## src/rtl/ewb_pkg.sv

```systemverilog
package ewb_pkg;

    function automatic int wrap_inc(input int v, input int m);
        return (v >= m - 1) ? 0 : v + 1;
    endfunction

    function automatic int wrap_sub(input int a, input int b, input int m);
        return (a >= b) ? a - b : a + m - b;
    endfunction

endpackage

```

## src/rtl/ewb_sequencer.sv

```systemverilog
module ewb_sequencer
    import ewb_pkg::*;
#(
    parameter int NUM_COLS = 8,
    parameter int ECHO_LEN = 32,
    parameter int FILT_LEN = 4,
    localparam int SPAN = ECHO_LEN + FILT_LEN - 1,
    localparam int PW   = (NUM_COLS > 1) ? $clog2(NUM_COLS) : 1,
    localparam int SW   = $clog2(SPAN)
) (
    input  logic                clk,
    input  logic                rst_n,
    input  logic                echo_valid,
    input  logic                sample_step,
    input  logic                filt_wr_en,
    input  logic [PW-1:0]       filt_wr_idx,
    output logic                accept,
    output logic                step,
    output logic                filt_we,
    output logic [PW-1:0]       filt_slot,
    output logic [PW-1:0]       wr_col,
    output logic                busy,
    output logic [SW-1:0]       sample_idx,
    output logic                overrun,
    output logic [FILT_LEN-1:0] tap_valid
);

    typedef struct packed {
        logic          busy;
        logic [SW-1:0] sidx;
        logic [PW-1:0] newest;
        logic          overrun;
    } seq_t;

    seq_t st_q, st_d;

    always_comb begin
        st_d      = st_q;
        wr_col    = PW'(wrap_inc(int'(st_q.newest), NUM_COLS));
        accept    = echo_valid && !st_q.busy;
        step      = sample_step && st_q.busy;
        filt_we   = filt_wr_en && !st_q.busy && !echo_valid;
        filt_slot = PW'(wrap_sub(int'(st_q.newest), int'(filt_wr_idx), NUM_COLS));

        st_d.overrun = echo_valid && st_q.busy;
        if (accept) begin
            st_d.busy   = 1'b1;
            st_d.sidx   = '0;
            st_d.newest = wr_col;
        end
        if (step) begin
            if (st_q.sidx == SW'(SPAN - 1)) begin
                st_d.busy = 1'b0;
                st_d.sidx = '0;
            end else begin
                st_d.sidx = st_q.sidx + 1'b1;
            end
        end

        for (int q = 0; q < FILT_LEN; q++) begin
            tap_valid[q] = st_q.busy && (int'(st_q.sidx) >= q)
                           && (int'(st_q.sidx) - q < ECHO_LEN);
        end
    end

    always_ff @(posedge clk) begin
        if (!rst_n) begin
            st_q.busy    <= 1'b0;
            st_q.sidx    <= '0;
            st_q.newest  <= PW'(NUM_COLS - 1);
            st_q.overrun <= 1'b0;
        end else begin
            st_q <= st_d;
        end
    end

    assign busy       = st_q.busy;
    assign sample_idx = st_q.sidx;
    assign overrun    = st_q.overrun;

endmodule

```

## src/rtl/ewb_ring_bank.sv

```systemverilog
module ewb_ring_bank #(
    parameter int NUM_COLS = 8,
    parameter int ECHO_LEN = 32,
    parameter int FILT_LEN = 4,
    localparam int SPAN = ECHO_LEN + FILT_LEN - 1,
    localparam int PW   = (NUM_COLS > 1) ? $clog2(NUM_COLS) : 1
) (
    input  logic                         clk,
    input  logic                         rst_n,
    input  logic                         wr_en,
    input  logic [PW-1:0]                wr_col,
    input  logic [ECHO_LEN-1:0]          wr_echo,
    input  logic                         rot_en,
    output logic [NUM_COLS*FILT_LEN-1:0] data_win
);

    // Position 0 layout: bit i holds sample (-i) modulo SPAN, pads are zero.
    function automatic logic [SPAN-1:0] start_layout(input logic [ECHO_LEN-1:0] e);
        logic [SPAN-1:0] r;
        r    = '0;
        r[0] = e[0];
        for (int i = FILT_LEN; i < SPAN; i++) begin
            r[i] = e[SPAN-i];
        end
        return r;
    endfunction

    for (genvar c = 0; c < NUM_COLS; c++) begin : g_col
        logic [SPAN-1:0] ring_q, ring_d;

        always_comb begin
            ring_d = ring_q;
            if (rot_en) begin
                ring_d = {ring_q[SPAN-2:0], ring_q[SPAN-1]};
            end
            if (wr_en && (wr_col == PW'(c))) begin
                ring_d = start_layout(wr_echo);
            end
        end

        always_ff @(posedge clk) begin
            if (!rst_n) begin
                ring_q <= '0;
            end else begin
                ring_q <= ring_d;
            end
        end

        assign data_win[c*FILT_LEN +: FILT_LEN] = ring_q[FILT_LEN-1:0];
    end

endmodule

```

## src/rtl/ewb_filter_bank.sv

```systemverilog
module ewb_filter_bank
    import ewb_pkg::*;
#(
    parameter int NUM_COLS = 8,
    parameter int FILT_LEN = 4,
    localparam int PW = (NUM_COLS > 1) ? $clog2(NUM_COLS) : 1
) (
    input  logic                         clk,
    input  logic                         rst_n,
    input  logic                         rot_en,
    input  logic                         wr_en,
    input  logic [PW-1:0]                wr_slot,
    input  logic [FILT_LEN-1:0]          wr_data,
    output logic [NUM_COLS*FILT_LEN-1:0] filt_win
);

    logic [FILT_LEN-1:0] fb_q [NUM_COLS];
    logic [FILT_LEN-1:0] fb_d [NUM_COLS];

    always_comb begin
        fb_d = fb_q;
        if (rot_en) begin
            for (int c = 0; c < NUM_COLS; c++) begin
                fb_d[c] = fb_q[wrap_sub(c, 1, NUM_COLS)];
            end
        end else if (wr_en) begin
            fb_d[wr_slot] = wr_data;
        end
    end

    always_ff @(posedge clk) begin
        if (!rst_n) begin
            for (int c = 0; c < NUM_COLS; c++) begin
                fb_q[c] <= '0;
            end
        end else begin
            fb_q <= fb_d;
        end
    end

    for (genvar c = 0; c < NUM_COLS; c++) begin : g_out
        assign filt_win[c*FILT_LEN +: FILT_LEN] = fb_q[c];
    end

endmodule

```

## src/rtl/echo_window_buf.sv

```systemverilog
module echo_window_buf #(
    parameter int NUM_COLS = 8,
    parameter int ECHO_LEN = 32,
    parameter int FILT_LEN = 4,
    localparam int SPAN = ECHO_LEN + FILT_LEN - 1,
    localparam int PW   = (NUM_COLS > 1) ? $clog2(NUM_COLS) : 1,
    localparam int SW   = $clog2(SPAN)
) (
    input  logic                         clk,
    input  logic                         rst_n,
    input  logic                         echo_valid,
    input  logic [ECHO_LEN-1:0]          echo_data,
    input  logic                         sample_step,
    input  logic                         filt_wr_en,
    input  logic [PW-1:0]                filt_wr_idx,
    input  logic [FILT_LEN-1:0]          filt_wr_data,
    output logic                         busy,
    output logic [SW-1:0]                sample_idx,
    output logic [PW-1:0]                wr_col,
    output logic                         overrun,
    output logic [FILT_LEN-1:0]          tap_valid,
    output logic [NUM_COLS*FILT_LEN-1:0] data_win,
    output logic [NUM_COLS*FILT_LEN-1:0] filt_win
);

    logic          accept;
    logic          step;
    logic          filt_we;
    logic [PW-1:0] filt_slot;

    ewb_sequencer #(
        .NUM_COLS(NUM_COLS), .ECHO_LEN(ECHO_LEN), .FILT_LEN(FILT_LEN)
    ) u_seq (
        .clk        (clk),
        .rst_n      (rst_n),
        .echo_valid (echo_valid),
        .sample_step(sample_step),
        .filt_wr_en (filt_wr_en),
        .filt_wr_idx(filt_wr_idx),
        .accept     (accept),
        .step       (step),
        .filt_we    (filt_we),
        .filt_slot  (filt_slot),
        .wr_col     (wr_col),
        .busy       (busy),
        .sample_idx (sample_idx),
        .overrun    (overrun),
        .tap_valid  (tap_valid)
    );

    ewb_ring_bank #(
        .NUM_COLS(NUM_COLS), .ECHO_LEN(ECHO_LEN), .FILT_LEN(FILT_LEN)
    ) u_rings (
        .clk     (clk),
        .rst_n   (rst_n),
        .wr_en   (accept),
        .wr_col  (wr_col),
        .wr_echo (echo_data),
        .rot_en  (step),
        .data_win(data_win)
    );

    ewb_filter_bank #(
        .NUM_COLS(NUM_COLS), .FILT_LEN(FILT_LEN)
    ) u_filt (
        .clk     (clk),
        .rst_n   (rst_n),
        .rot_en  (accept),
        .wr_en   (filt_we),
        .wr_slot (filt_slot),
        .wr_data (filt_wr_data),
        .filt_win(filt_win)
    );

endmodule

```

## config.mk

```make
export PLATFORM = sky130hd
export DESIGN_NAME = echo_window_buf
export DESIGN_NICKNAME = d
export VERILOG_FILES = /design/src/rtl/ewb_pkg.sv /design/src/rtl/ewb_sequencer.sv /design/src/rtl/ewb_ring_bank.sv /design/src/rtl/ewb_filter_bank.sv /design/src/rtl/echo_window_buf.sv
export SDC_FILE = /design/constraint.sdc
export NUM_CORES = 1
export LEC_CHECK = 0
export BUFFER_PORTS_ARGS = -buffer_cell sky130_fd_sc_hd__buf_2
export CAP_MARGIN = 20
export CORE_MARGIN = 2
export CORE_UTILIZATION = 30
export DETAILED_ROUTE_END_ITERATION = 10
export PLACE_DENSITY = 0.46
export SYNTH_ARGS = -nofsm -noshare
export SYNTH_HDL_FRONTEND = slang
export SYNTH_HIERARCHICAL = 1
export SYNTH_SLANG_ARGS = --single-unit
```

## constraint.sdc

```tcl
create_clock -name clk -period 6.6 [get_ports clk]
set_input_delay 1.32 -clock clk [delete_from_list [all_inputs] [get_ports clk]]
set_output_delay 1.32 -clock clk [all_outputs]
set_load 0.03 [all_outputs]
```

Word-level counts from Yosys, hierarchy flattened

Index checks and enable logic that the tools add are counted.

Register bits after elaboration: 323
Input port bits: 44
Word-level logic and storage cells: 126

Add/sub/neg operators: 8
Order comparisons: 11
Equality and inequality tests: 8
Muxes and demuxes: 27
Bitwise operators: 2
Reduce and logical (&&, ||, !) cells: 42

Operators with widths:

| kind                | number |
|---|---|
| $mux 35             | 16 |
| $lt 32x7->1 const B | 3 |
| $mux 32             | 2 |
| $bwmux 32           | 1 |
| $logic_and 1x1->1   | 21 |
| $reduce_bool 2->1   | 10 |
| $reduce_or 2->1     | 8 |
| $sub 6x2->7 const B | 2 |
| $demux 4 s3         | 1 |
| $eq 3x3->1 const B  | 4 |
| $ge 6x2->1 const B  | 2 |
| $mux 10             | 1 |
| $mux 7              | 1 |
| $sub 6x1->7 const B | 1 |
| $add 3x1->3 const B | 2 |
| $add 6x1->6 const B | 1 |
| $eq 3x2->1 const B  | 2 |
| $eq 6x6->1 const B  | 1 |
| $ge 6x1->1 const B  | 1 |
| $lt 6x6->1 const B  | 1 |
| $mux 3              | 2 |
| $mux 6              | 1 |
| $sub 3x3->3         | 2 |
| $ge 4x4->1 const B  | 1 |
| other kinds (10)    | 11 |

Depth between registers and ports, before layout

Gate-level depths: netlist of run 1.

Depth after elaboration: 11
Mapped depth: 9
Mapped depth without buffers: 8

Modules after synthesis

The synthesis of run 1 kept the hierarchy.

By module, submodules not included:

| module          | times used | cells an instance | area an instance (um2) |
|---|---|---|---|
| ewb_ring_bank   | 1          | 1292              | 13021.2 |
| ewb_filter_bank | 1          | 167               | 1507.7 |
| ewb_sequencer   | 1          | 97                | 810.8 |

Worst setup path before layout of run 1

Ideal clock, no wire load.

Path type: input-to-reg
From: in filt_wr_idx[0]
To: reg u_filt.fb_q (netlist bit u_filt/filt_win[31])
Library setup time: 0.086 ns
Data arrival time: 2.928 ns
Path slack: 3.586 ns
Stages on the path: 8
Cell sequence: ha_1 > fa_1 > xnor2_1 > xnor2_1 > buf_2 > and4_1 > nor3_1 > a211oi_1

Longest elaborated chain between the ends: 10
Elaborated cells between the ends (all ways): 13
Classes of those cells: add/sub (2); order compare (3); mux (6); bitwise (1); reduce/logical (1)

Ends and longest elaborated chain:

| element                                                        | line                  | RTL |
|---|---|---|
| start, declared                                                | echo_window_buf.sv:15 | `input logic [PW-1:0] filt_wr_idx,` |
| $sub 3x3->3 or $ge 3x3->1 (tied branches)                      | ewb_pkg.sv:8          | `return (a >= b) ? a - b : a + m - b;` |
| $mux 3 (*)                                                     | ewb_pkg.sv:8          |  |
| net filt_slot[2]                                               | echo_window_buf.sv:29 | `logic [PW-1:0] filt_slot;` |
| $not 3->4 (not written as such) (*)                            | ewb_filter_bank.sv:27 | `fb_d[wr_slot] = wr_data;` |
| $ge 4x4->1 (not written as such) or $lt 4x1->1 (tied branches) | ewb_filter_bank.sv:27 |  |
| $logic_and 1x1->1 (not written as such)                        | ewb_filter_bank.sv:27 |  |
| $mux 4 (not written as such)                                   | ewb_filter_bank.sv:27 |  |
| $demux 4 s3 (*)                                                | ewb_filter_bank.sv:27 |  |
| $bwmux 32 (*)                                                  | ewb_filter_bank.sv:27 |  |
| $mux 32 (*)                                                    | ewb_filter_bank.sv:26 | `end else if (wr_en) begin` |
| $mux 32 (*)                                                    | ewb_filter_bank.sv:22 | `if (rot_en) begin` |
| end signal, assigned by index                                  | ewb_filter_bank.sv:34 | `fb_q[c] <= '0;` |
| end signal, assigned                                           | ewb_filter_bank.sv:37 | `fb_q <= fb_d;` |
| end, declared                                                  | ewb_filter_bank.sv:17 | `logic [FILT_LEN-1:0] fb_q [NUM_COLS];` |

The timed path passes the listed nets; every way through them passes the cells marked *. The select of a mux whose other input is x is not followed.
A chain may end at the register's enable or synchronous reset.

Worst setup path after layout of run 1

From: reg u_seq/st_q[1] (netlist name)
To: out wr_col[2]

Longest elaborated chain between the ends: 2
Elaborated cells between the ends (all ways): 3
Classes of those cells: add/sub (1); order compare (1); mux (1)

Ends and longest elaborated chain:

| element                                   | line                  | RTL |
|---|---|---|
| start, declared                           | ewb_sequencer.sv:35   | `seq_t st_q, st_d;` |
| start signal, assigned                    | ewb_sequencer.sv:73   | `st_q <= st_d;` |
| $add 3x1->3 or $ge 3x3->1 (tied branches) | ewb_pkg.sv:4          | `return (v >= m - 1) ? 0 : v + 1;` |
| $mux 3 (*)                                | ewb_pkg.sv:4          |  |
| end, declared                             | echo_window_buf.sv:19 | `output logic [PW-1:0] wr_col,` |

Every way passes the cells marked *; elsewhere a longest branch is shown, timed or not.

==> results of run 1 <==
[worst max-delay path, delay by kind of cell, from the launching register on]
family / cells / cell delay [ns]
AO/OA/AOI/OAI: 1 / 0.26
adder cells (fa/ha/maj): 2 / 0.39
buffers and inverters: 1 / 0.33
flip-flops: 1 / 0.33
AND/OR/NAND/NOR: 1 / 0.48
[synthesized netlist by cell type, types with 4 or more instances]
master / count
a211oi_1: 8
a21oi_1: 12
a221oi_1: 7
a311oi_1: 5
and2_1: 4
buf_1: 47
buf_2: 48
buf_4: 38
buf_6: 8
clkbuf_1: 62
dfxtp_1: 323
ha_1: 7
inv_1: 19
mux2i_1: 283
nand2_1: 276
nand2b_1: 4
nand3_1: 8
nand4b_1: 4
nor2_1: 36
nor3_1: 10
o211a_1: 256
o211ai_1: 4
o21a_1: 5
o21ai_0: 24
o221a_2: 8
o31ai_1: 5
xnor2_1: 4
[final timing paths]
kind	startpoint	end	slack, ns	depth (start not counted)
max	u_seq/st_q[1]	wr_col[2]	2.93	5
min	u_filt/filt_win[4]	u_filt/filt_win[4]	0.49	2
max reg2reg	u_seq/st_q[1]	u_rings/g_col[2].ring_q[17]	3.66	6
min reg2reg	u_filt/filt_win[4]	u_filt/filt_win[4]	0.49	2
[area by class of cell]
class                   count  area share, %
inverters                  19         0.4544
clock inverters            10         0.8295
multi-input cells        1011          45.12
repair buffers            140          4.732
clock buffers              61          6.737
well taps                 672          4.847
flip-flops and latches    323          37.28
[layer usage]
layer | global-route usage (%) | part of all wire, % | wire (µm) | vias up
met5 | 0 | 0 | 0 | -
met1 | 19.70 | 49 | 18760 | 5463
met2 | 22.91 | 46 | 17650 | 198
met3 | 2.517 | 3.7 | 1430 | 48
met4 | 4.758 | 2.2 | 834 | 0
li1 | - | - | - | 5530
[power breakdown]
part / internal, mW / switching (mW)
sequential: 2.03 / 0.0576
clock: 1.30 / 0.869
combinational: 0.200 / 0.332
total: 3.54 / 1.26
[cell families (layout without fill, tap and decap cells)]
| kind of cell | count (synthesis) | in the layout | synth area share (%) |
|---|---|---|---|
| buffers and inverters | 222 | 230 | 7.145 |
| XOR/XNOR | 4 | 4 | 0.2284 |
| AO/OA/AOI/OAI | 349 | 349 | 21.08 |
| AND/OR/NAND/NOR | 367 | 367 | 10.23 |
| multiplexers | 283 | 283 | 18.47 |
| adder cells (fa/ha/maj) | 8 | 8 | 0.7014 |
| flip-flops | 323 | 323 | 42.15 |
[flip-flops by register name, indices dropped and copies added (netlist names)]
name                  flops
u_filt/filt_win          32
u_seq/st_q                3
u_rings/g_col.ring_q    280
u_seq/busy                1
u_seq/sample_idx          6
u_seq/overrun             1
[stage by stage]
step | setup slack, ns | cell area [µm²] | hold slack [ns] | utilization (%) | power, mW
2_1_floorplan | 3.586 | 15340 | 0.4840 | - | 2.531
3_3_place_gp | 2.519 | 15980 | 0.4822 | 31.79 | 2.663
3_5_place_dp | 2.450 | 15980 | 0.4816 | 31.79 | 2.670
4_1_cts | 2.876 | 17300 | 0.4905 | 34.40 | 4.889
5_1_grt | 2.706 | 17350 | 0.5192 | 34.50 | 5.026
6_report | 2.930 | 17350 | 0.4876 | 34.50 | 4.798
==> results.sh, run 1 <==
export IMPL_hold_viol=0
export IMPL_die_h_um=230.1
export IMPL_postCtsSetupBuffers=0
export IMPL_insertedDiodeCount=0
export IMPL_crit_slowest_cell="and2_1"
export IMPL_route_detailed_drc=0
export IMPL_core_area_um2=50270
export IMPL_synth_avg_cell_area_um2=9.858
export IMPL_worstMarginPinSlew_ns=0.9817
export IMPL_grt_total_usage_pct=14.41
export IMPL_dp_cells=2162
export IMPL_path_class="flip-flop to primary output"
export IMPL_layout_cells_non_filler=2236
export IMPL_final_nets=1586
export IMPL_start_util_pct=30.51
export IMPL_hpwlAfterDp_mm=23.77
export IMPL_drv_slew=0
export IMPL_drtAntennaViolNets=0
export IMPL_maxCapViolCount=0
export IMPL_synth_distinct_cells=57
export IMPL_p_leak_nw=9.696
export IMPL_final_cell_mix="dfxtp_1 (323), mux2i_1 (283), nand2_1 (276), o211a_1 (256), buf_2 (121)"
export IMPL_routed_wl_mm=38.68
export IMPL_grt_max_degree=146
export IMPL_cts_resized=0
export IMPL_n_fill_cell=5126
export IMPL_vdd_drop_max_v=0.0001983
export IMPL_ios=123
export IMPL_ys_seq_elements=323
export IMPL_grt_pass1_wl_mm=61.68
export IMPL_firstDrtPassIters=5
export IMPL_cts_tree="built"
export IMPL_via_per_inst=5.026
export IMPL_setup_viol=0
export IMPL_num_rows=82
export IMPL_avgRoutedWirePerCell_um=17.30
export IMPL_drtIter0Drc=638
export IMPL_syn_area_um2=15340
export IMPL_period_share_pct=55.61
export IMPL_die_area_um2=52960
export IMPL_cp_data_arrival_time_ns=2.35
export IMPL_slowest_delay_ns=0.48
export IMPL_status="finished clean"
export IMPL_grt_antenna_before_repair=0
export IMPL_hold_path_class="flip-flop to flip-flop"
export IMPL_clock_fmax_mhz=272.5
export IMPL_multi_input_area_um2=7826
export IMPL_endpoint_kind="primary output"
export IMPL_cp_required_ns=5.28
export IMPL_p_per_area_nw_per_um2=276.6
export IMPL_async_reset_ff_share_pct=0
export IMPL_gp_congestion=0.7811
export IMPL_layout_drive_gt1_share_pct=14.32
export IMPL_cts_sinks=323
export IMPL_area_growth_pct=13.08
export IMPL_min_period_ns=3.670
export IMPL_hold_buffers=0
export IMPL_clk_insertion_delay_late_ns=0.57
export IMPL_grt_ovfl_total=0
export IMPL_ys_seq_area_share_pct=42.15
export IMPL_cts_root_buffer_cell="clkbuf_16"
export IMPL_fin_setup_tns_ns=0
export IMPL_yosys_warnings=6
export IMPL_synth_top_cell_by_area="dfxtp_1"
export IMPL_fin_worst_skew_ns=0.02583
export IMPL_io_buffer_count=122
export IMPL_synth_area_top_cells="dfxtp_1 (42%), mux2i_1 (18%), o211a_1 (17%)"
export IMPL_layout_commonest_cell="dfxtp_1"
export IMPL_worstPathCellList="ha_1 > ha_1 > a31oi_1 > and2_1 > buf_2"
export IMPL_slew_limit_headroom_pct=34.40
export IMPL_synth_top_area_share_pct=42.15
export IMPL_die_w_um=230.1
export IMPL_worstPathMaxFanout=9
export IMPL_num_vias=11240
export IMPL_ff_latch_area_um2=6466
export IMPL_ctsLongestPathBuffers=3
export IMPL_synth_net_count=1608
export IMPL_synth_edf_count=0
export IMPL_clkSlewWorstSetupHoldPaths_ns=0.06
export IMPL_path_common_cell="ha_1"
export IMPL_cts_buffers=39
export IMPL_synthFlopType="dfxtp_1"
export IMPL_syn_inst=1556
export IMPL_rsz0062_at_grt="false"
export IMPL_cts_max_level=2
export IMPL_grt_pass1_vias=10920
export IMPL_start_kind="flip-flop"
Power figures use the tool's default switching activity.
==> run 2, diff against run 1 <==
--- a/config.mk
+++ b/config.mk
@@ -5,12 +5,13 @@
 export SDC_FILE = /design/constraint.sdc
 export NUM_CORES = 1
 export LEC_CHECK = 0
+export ABC_AREA = 1
 export BUFFER_PORTS_ARGS = -buffer_cell sky130_fd_sc_hd__buf_2
 export CAP_MARGIN = 20
 export CORE_MARGIN = 2
 export CORE_UTILIZATION = 30
 export DETAILED_ROUTE_END_ITERATION = 10
-export PLACE_DENSITY = 0.46
+export PLACE_DENSITY = 0.47
 export SYNTH_ARGS = -nofsm -noshare
 export SYNTH_HDL_FRONTEND = slang
 export SYNTH_HIERARCHICAL = 1
==> constraint.sdc (replaced) <==
create_clock -name clk -period 3.3 [get_ports clk]
set_input_delay 0.66 -clock clk [delete_from_list [all_inputs] [get_ports clk]]
set_output_delay 0.66 -clock clk [all_outputs]
set_load 0.03 [all_outputs]
==> run 2 against run 1 <==
Effect of this change:
- non-clock buffer count is 33 higher
- critical path depth is 2 higher
- core utilization is 0.21 points lower
- synthesized cell count is 68% higher
- die area is 8.1% higher
- first-iteration DRC count is 72% higher
- count of clock-buffer cells in the layout is 2 lower
- global-route usage is 3.6 points higher
- worst hold slack worse by 0.016 ns
- via count is 45% higher
- sequential share of layout area is 2.9 points lower
- sequential power is 100% higher
- largest cell class unchanged
- highest routed layer unchanged
==> results.sh, run 2 <==
export IMPL_status="finished clean"
export IMPL_rsz0062_at_grt="false"
export IMPL_maxCapViolCount=0
export IMPL_slowest_delay_ns=0.34
export IMPL_top_layer="met4"
export IMPL_gp_congestion=0.7862
export IMPL_timing_rr_start="u_seq/st_q[1]"
export IMPL_hold_buffers=0
export IMPL_p_per_area_nw_per_um2=550.1
export IMPL_min_to="u_rings/g_col[3].ring_q[2]"
export IMPL_path_common_cell="ha_1"
export IMPL_syn_inst=2611
export IMPL_worstMarginPinSlew_ns=0.7037
export IMPL_syn_area_um2=16600
export IMPL_synth_area_top_cells="dfxtp_1 (39%), nand2_1 (25%), nand3_1 (13%)"
export IMPL_final_nets=2643
export IMPL_slew_limit_headroom_pct=53.04
export IMPL_min_period_ns=2.694
export IMPL_worstPathMaxFanout=6
export IMPL_die_area_um2=57230
export IMPL_drtAntennaViolNets=0
export IMPL_wl_met2_mm=24.74
export IMPL_grt_max_degree=123
export IMPL_cts_buffers=40
export IMPL_ys_seq_area_share_pct=38.95
export IMPL_vdd_drop_max_v=0.0003396
export IMPL_firstDrtPassIters=5
export IMPL_period_share_pct=81.64
export IMPL_grt_antenna_before_repair=0
export IMPL_core_area_um2=54880
export IMPL_hpwlAfterDp_mm=31.79
export IMPL_start_kind="flip-flop"
export IMPL_die_w_um=239.2
export IMPL_synth_top_area_share_pct=38.95
export IMPL_synth_edf_count=0
export IMPL_fin_worst_skew_ns=0.01146
export IMPL_largest_reg_flops=280
export IMPL_ios=123
export IMPL_cp_num_buf_inv=3
export IMPL_synth_most_common_cell="nand2_1"
export IMPL_worstPathCellList="ha_1 > ha_1 > inv_1 > nand2_1 > nor2_1 > buf_4 > buf_2"
export IMPL_ys_seq_elements=323
export IMPL_hold_viol=0
export IMPL_area_growth_pct=13.37
export IMPL_synthFlopType="dfxtp_1"
export IMPL_cts_max_level=2
export IMPL_setup_viol=0
export IMPL_wl_met1_mm=24.73
export IMPL_crit_slowest_cell="dfxtp_1"
export IMPL_met3_wirelength_mm=2.128
export IMPL_clock_fmax_mhz=371.2
export IMPL_via_per_inst=4.888
export IMPL_clkSlewWorstSetupHoldPaths_ns=0.06
export IMPL_synth_top_cell_by_area="dfxtp_1"
export IMPL_fin_setup_tns_ns=0
export IMPL_critPathTopFamily="buffers and inverters"
export IMPL_insertedDiodeCount=0
export IMPL_cts_tree="built"
export IMPL_endpoint_kind="primary output"
export IMPL_clk_insertion_delay_late_ns=0.56
export IMPL_yosys_warnings=6
export IMPL_grt_pass1_vias=14670
export IMPL_io_buffer_count=122
export IMPL_synth_commonest_cells="nand2_1 (1089), nand3_1 (418), dfxtp_1 (323)"
export IMPL_timing_rr_end="u_rings/g_col[6].ring_q[15]"
export IMPL_cts_root_buffer_cell="clkbuf_16"
export IMPL_pre_cts_ws_ns=0.6987
export IMPL_die_h_um=239.2
export IMPL_cp_data_arrival_time_ns=2.03
export IMPL_grt_total_usage_pct=18.00
export IMPL_p_leak_nw=8.149
export IMPL_ctsLongestPathBuffers=3
export IMPL_final_cell_mix="nand2_1 (1081), nand3_1 (418), dfxtp_1 (323), a21oi_1 (290), buf_2 (122)"
export IMPL_num_vias=16240
export IMPL_start_util_pct=30.25
export IMPL_rrSetupSlack_ns=0.71
export IMPL_avgRoutedWirePerCell_um=15.92
export IMPL_routed_wl_mm=52.91
export IMPL_hold_depth=2
export IMPL_drtIter0Drc=1100
export IMPL_layout_drive_gt1_share_pct=10.92
export IMPL_synth_net_count=2663
export IMPL_async_reset_ff_share_pct=0
export IMPL_layout_commonest_cell="nand2_1"
export IMPL_num_rows=86
export IMPL_cts_resized=0
export IMPL_cp_required_ns=2.64
export IMPL_path_class="flip-flop to primary output"
export IMPL_worst_slack_ns=0.6060
export IMPL_synth_distinct_cells=35
export IMPL_r2r_cells=11
export IMPL_grt_ovfl_total=0
export IMPL_drv_slew=0
export IMPL_worstHoldStart="u_rings/g_col[3].ring_q[2]"
export IMPL_grt_pass1_wl_mm=82.89
export IMPL_route_detailed_drc=0
export IMPL_hold_path_class="flip-flop to flip-flop"
export IMPL_synth_avg_cell_area_um2=6.358
export IMPL_regMostFlops="u_rings/g_col.ring_q"
export IMPL_postCtsSetupBuffers=0
export IMPL_cts_sinks=323
## run 2: changes by cell type after synthesis, sizes merged, moves of 72 or more
cell,before,now
nand2,277,1097
o211a,256,0
mux2i,283,0
a21oi,12,292
nand3,8,422
inv,19,91
## run 2: cell type report
| class | count | area (µm²) |
|---|---|---|
| tap | 704 | 880.8 |
| inverter | 93 | 372.9 |
| clock inverter | 11 | 162.7 |
| timing repair buffer | 173 | 1119 |
| fill | 6015 | 36060 |
| clock buffer | 59 | 1204 |
| sequential | 323 | 6466 |
| multi-input combinational | 1960 | 8616 |
## run 2: metal layers
| layer | vias up | global-route usage (%) |
|---|---|---|
| met5 | - | 0 |
| met4 | 0 | 5.947 |
| met3 | 69 | 2.236 |
| met2 | 291 | 29.72 |
| met1 | 7581 | 24.29 |
| li1 | 8303 | - |
## run 2: worst max path at each step
stage	start	endpoint	slack, ns	depth (start not counted)
after global routing	u_seq/st_q[1]	u_rings/g_col[7].ring_q[17]	0.50	13
after floorplan	u_seq/st_q[1]	u_rings/g_col[6].ring_q[25]	0.84	11
after global placement	u_seq/st_q[1]	u_rings/g_col[7].ring_q[22]	0.74	12
after CTS	u_seq/st_q[1]	wr_col[1]	0.57	7
final	u_seq/st_q[1]	wr_col[1]	0.61	7
after detailed placement	u_seq/st_q[1]	u_rings/g_col[6].ring_q[1]	0.70	11
## run 2: logic make-up (layout without fill, tap and decap cells)
family	Yosys count	in the layout	synth area share (%)
adder cells (fa/ha/maj)	8	8	0.6482
buffers and inverters	328	336	9.376
AO/OA/AOI/OAI	326	326	9.934
XOR/XNOR	4	4	0.2111
AND/OR/NAND/NOR	1622	1622	40.88
flip-flops	323	323	38.95
## run 2: tightest hold or removal path: cells and delay by family, from the launching register on
family,cells,cell delay (ns)
compound gates,1,0.05
flops,1,0.31
simple gates,1,0.06
## run 2: power by group
group          switching [mW]  internal (mW)
sequential              0.120           4.09
combinational            1.11          0.421
clock                    1.78           2.83
total                    3.01           7.34
## run 2: per-stage QoR
stage,cell area (µm²),total power [mW],instances,utilization (%),hold slack [ns]
floorplan,16600,5.355,2611,-,0.4489
global placement,17450,5.825,3253,31.81,0.4634
detailed placement,17450,5.841,3253,31.81,0.4659
CTS,18820,10.51,3323,34.30,0.4307
global route,18820,10.82,3323,34.30,0.4680
finish,18820,10.35,3323,34.30,0.4717
==> run 3, diff against run 2 <==
==> constraint.sdc (replaced) <==
create_clock -name clk -period 2.2 [get_ports clk]
set_input_delay 0.44 -clock clk [delete_from_list [all_inputs] [get_ports clk]]
set_output_delay 0.44 -clock clk [all_outputs]
set_load 0.03 [all_outputs]
==> run 3 against run 2 <==
Effect of this change:
- sequential cell count stayed put
- combinational power is 80% higher
- worst hold slack worse by 0.30 ns
- wire length is 3.7% higher
- critical endpoint is now wr_col[2]
- largest power group unchanged
==> results.sh, run 3 (synthesized netlist as in run 2, its figures left out) <==
export IMPL_fin_setup_tns_ns=0
export IMPL_cts_root_buffer_cell="clkbuf_16"
export IMPL_final_cell_mix="nand2_1 (1076), nand3_1 (411), dfxtp_1 (315), a21oi_1 (289), buf_2 (117)"
export IMPL_layout_drive_gt1_share_pct=14.64
export IMPL_min_period_ns=2.171
export IMPL_endpoint_kind="primary output"
export IMPL_ios=123
export IMPL_num_rows=86
export IMPL_hold_viol=0
export IMPL_cts_tree="built"
export IMPL_route_detailed_drc=0
export IMPL_p_total_mw=15.76
export IMPL_placed_area_um2=18260
export IMPL_dp_cells=3301
export IMPL_core_area_um2=54880
export IMPL_clk_insertion_delay_late_ns=0.56
export IMPL_grt_total_usage_pct=18.84
export IMPL_cp_data_arrival_time_ns=1.73
export IMPL_n_fill_cell=5905
export IMPL_drtIter0Drc=1393
export IMPL_worstMarginPinSlew_ns=0.6194
export IMPL_grt_ovfl_total=0
export IMPL_grt_pass1_vias=15540
export IMPL_area_growth_pct=20.24
export IMPL_gp_congestion=0.8305
export IMPL_cts_max_level=2
export IMPL_worstPathMaxFanout=5
export IMPL_via_per_inst=4.919
export IMPL_drtAntennaViolNets=0
export IMPL_regMostFlops="u_rings/g_col.ring_q"
export IMPL_start_kind="flip-flop"
export IMPL_grt_antenna_before_repair=3
export IMPL_p_leak_nw=8.666
export IMPL_routed_wl_mm=54.87
export IMPL_die_area_um2=57230
export IMPL_hold_depth=2
export IMPL_postLayoutCoreUtil_pct=36.37
export IMPL_cp_required_ns=1.76
export IMPL_clock_fmax_mhz=460.6
export IMPL_status="finished clean"
export IMPL_slew_limit_headroom_pct=58.66
export IMPL_layout_cells_non_filler=3389
export IMPL_ctsLongestPathBuffers=3
export IMPL_cts_sinks=323
export IMPL_p_per_area_nw_per_um2=789.7
export IMPL_stdcell_area_um2=19960
export IMPL_io_buffer_count=122
export IMPL_maxCapViolCount=0
export IMPL_num_vias=16670
export IMPL_final_nets=2705
export IMPL_hpwlAfterDp_mm=34.87
export IMPL_clkSlewWorstSetupHoldPaths_ns=0.06
export IMPL_cts_buffers=40
export IMPL_die_w_um=239.2
export IMPL_layout_commonest_cell="nand2_1"
export IMPL_path_class="flip-flop to primary output"
export IMPL_period_share_pct=98.68
export IMPL_largest_reg_flops=280
export IMPL_rsz0062_at_grt="true"
export IMPL_insertedDiodeCount=0
export IMPL_grt_pass1_wl_mm=86.39
export IMPL_die_h_um=239.2
export IMPL_fin_worst_skew_ns=0.02264
export IMPL_hold_path_class="primary input to flip-flop"
export IMPL_grt_max_degree=72
export IMPL_setup_viol=0
export IMPL_r2r_cells=12
export IMPL_start_util_pct=30.25
export IMPL_firstDrtPassIters=7
export IMPL_vdd_drop_max_v=0.0004416
export IMPL_drv_slew=0
export IMPL_avgRoutedWirePerCell_um=16.19
run 3: cell types whose count changed in the layout (fill, tap and decap cells not counted), sizes merged:
cell    delta
clkinv     +5
clkbuf     +8
inv        -2
bufinv     -3
buf       +58
run 3: repair_timing:
action	in CTS	in global routing
hold buffers	0	0
resized for setup	20	49
hold endpoints to repair	0	0
endpoints found under the setup margin	52	193
buffers inserted	5	7
pin swaps	4	15
cloned	0	2
run 3: worst max-delay path, stage by stage, from the launching register on:
cell,delay (ns)
dfxtp_2,0.33
ha_2,0.19
ha_4,0.26
inv_2,0.04
nor2_4,0.18
buf_6,0.17
run 3: layout make-up:
type | instances | area [µm²] | area share [%]
clock buffer | 63 | 1250 | 6.262
inverter | 93 | 377.9 | 1.893
clock inverter | 11 | 91.34 | 0.4576
timing repair buffer | 235 | 2100 | 10.52
sequential | 323 | 6481 | 32.47
tap | 704 | 880.8 | 4.413
multi-input combinational | 1960 | 8780 | 43.99
run 3: metrics by stage:
stage                     hold slack, ns  setup WS [ns]
final                             0.1693        0.02909
after global routing              0.1604       -0.04384
after CTS                         0.1330       -0.01724
after detailed placement          0.4681       -0.08351
after global placement            0.4575       -0.05152
after floorplan                   0.4489       -0.01384
run 3: layer usage:
metal	routed length [µm]	track usage, %	vias up	share of wire, %
met5	0	0	-	0
met3	2657	2.501	64	4.8
met1	25770	25.72	7782	47
met2	25490	31.28	388	46
li1	-	-	8437	-
met4	954	4.773	0	1.7
run 3: final timing paths:
check | from | slack (ns) | to
worst max register to register | u_seq/st_q[1] | 0.12 | u_rings/g_col[3].ring_q[4]
worst min-delay path | rst_n | 0.17 | u_seq/st_q[3]
worst min register to register | u_rings/g_col[1].ring_q[1] | 0.47 | u_rings/g_col[1].ring_q[2]
worst max-delay path | u_seq/st_q[1] | 0.03 | wr_col[2]
run 3: power breakdown:
group / leakage (nW) / switching, mW / internal, mW
logic: 5.37 / 1.80 / 0.948
registers: 2.62 / 0.183 / 6.14
clock network: 0.671 / 2.67 / 4.02
total: 8.67 / 4.66 / 11.1
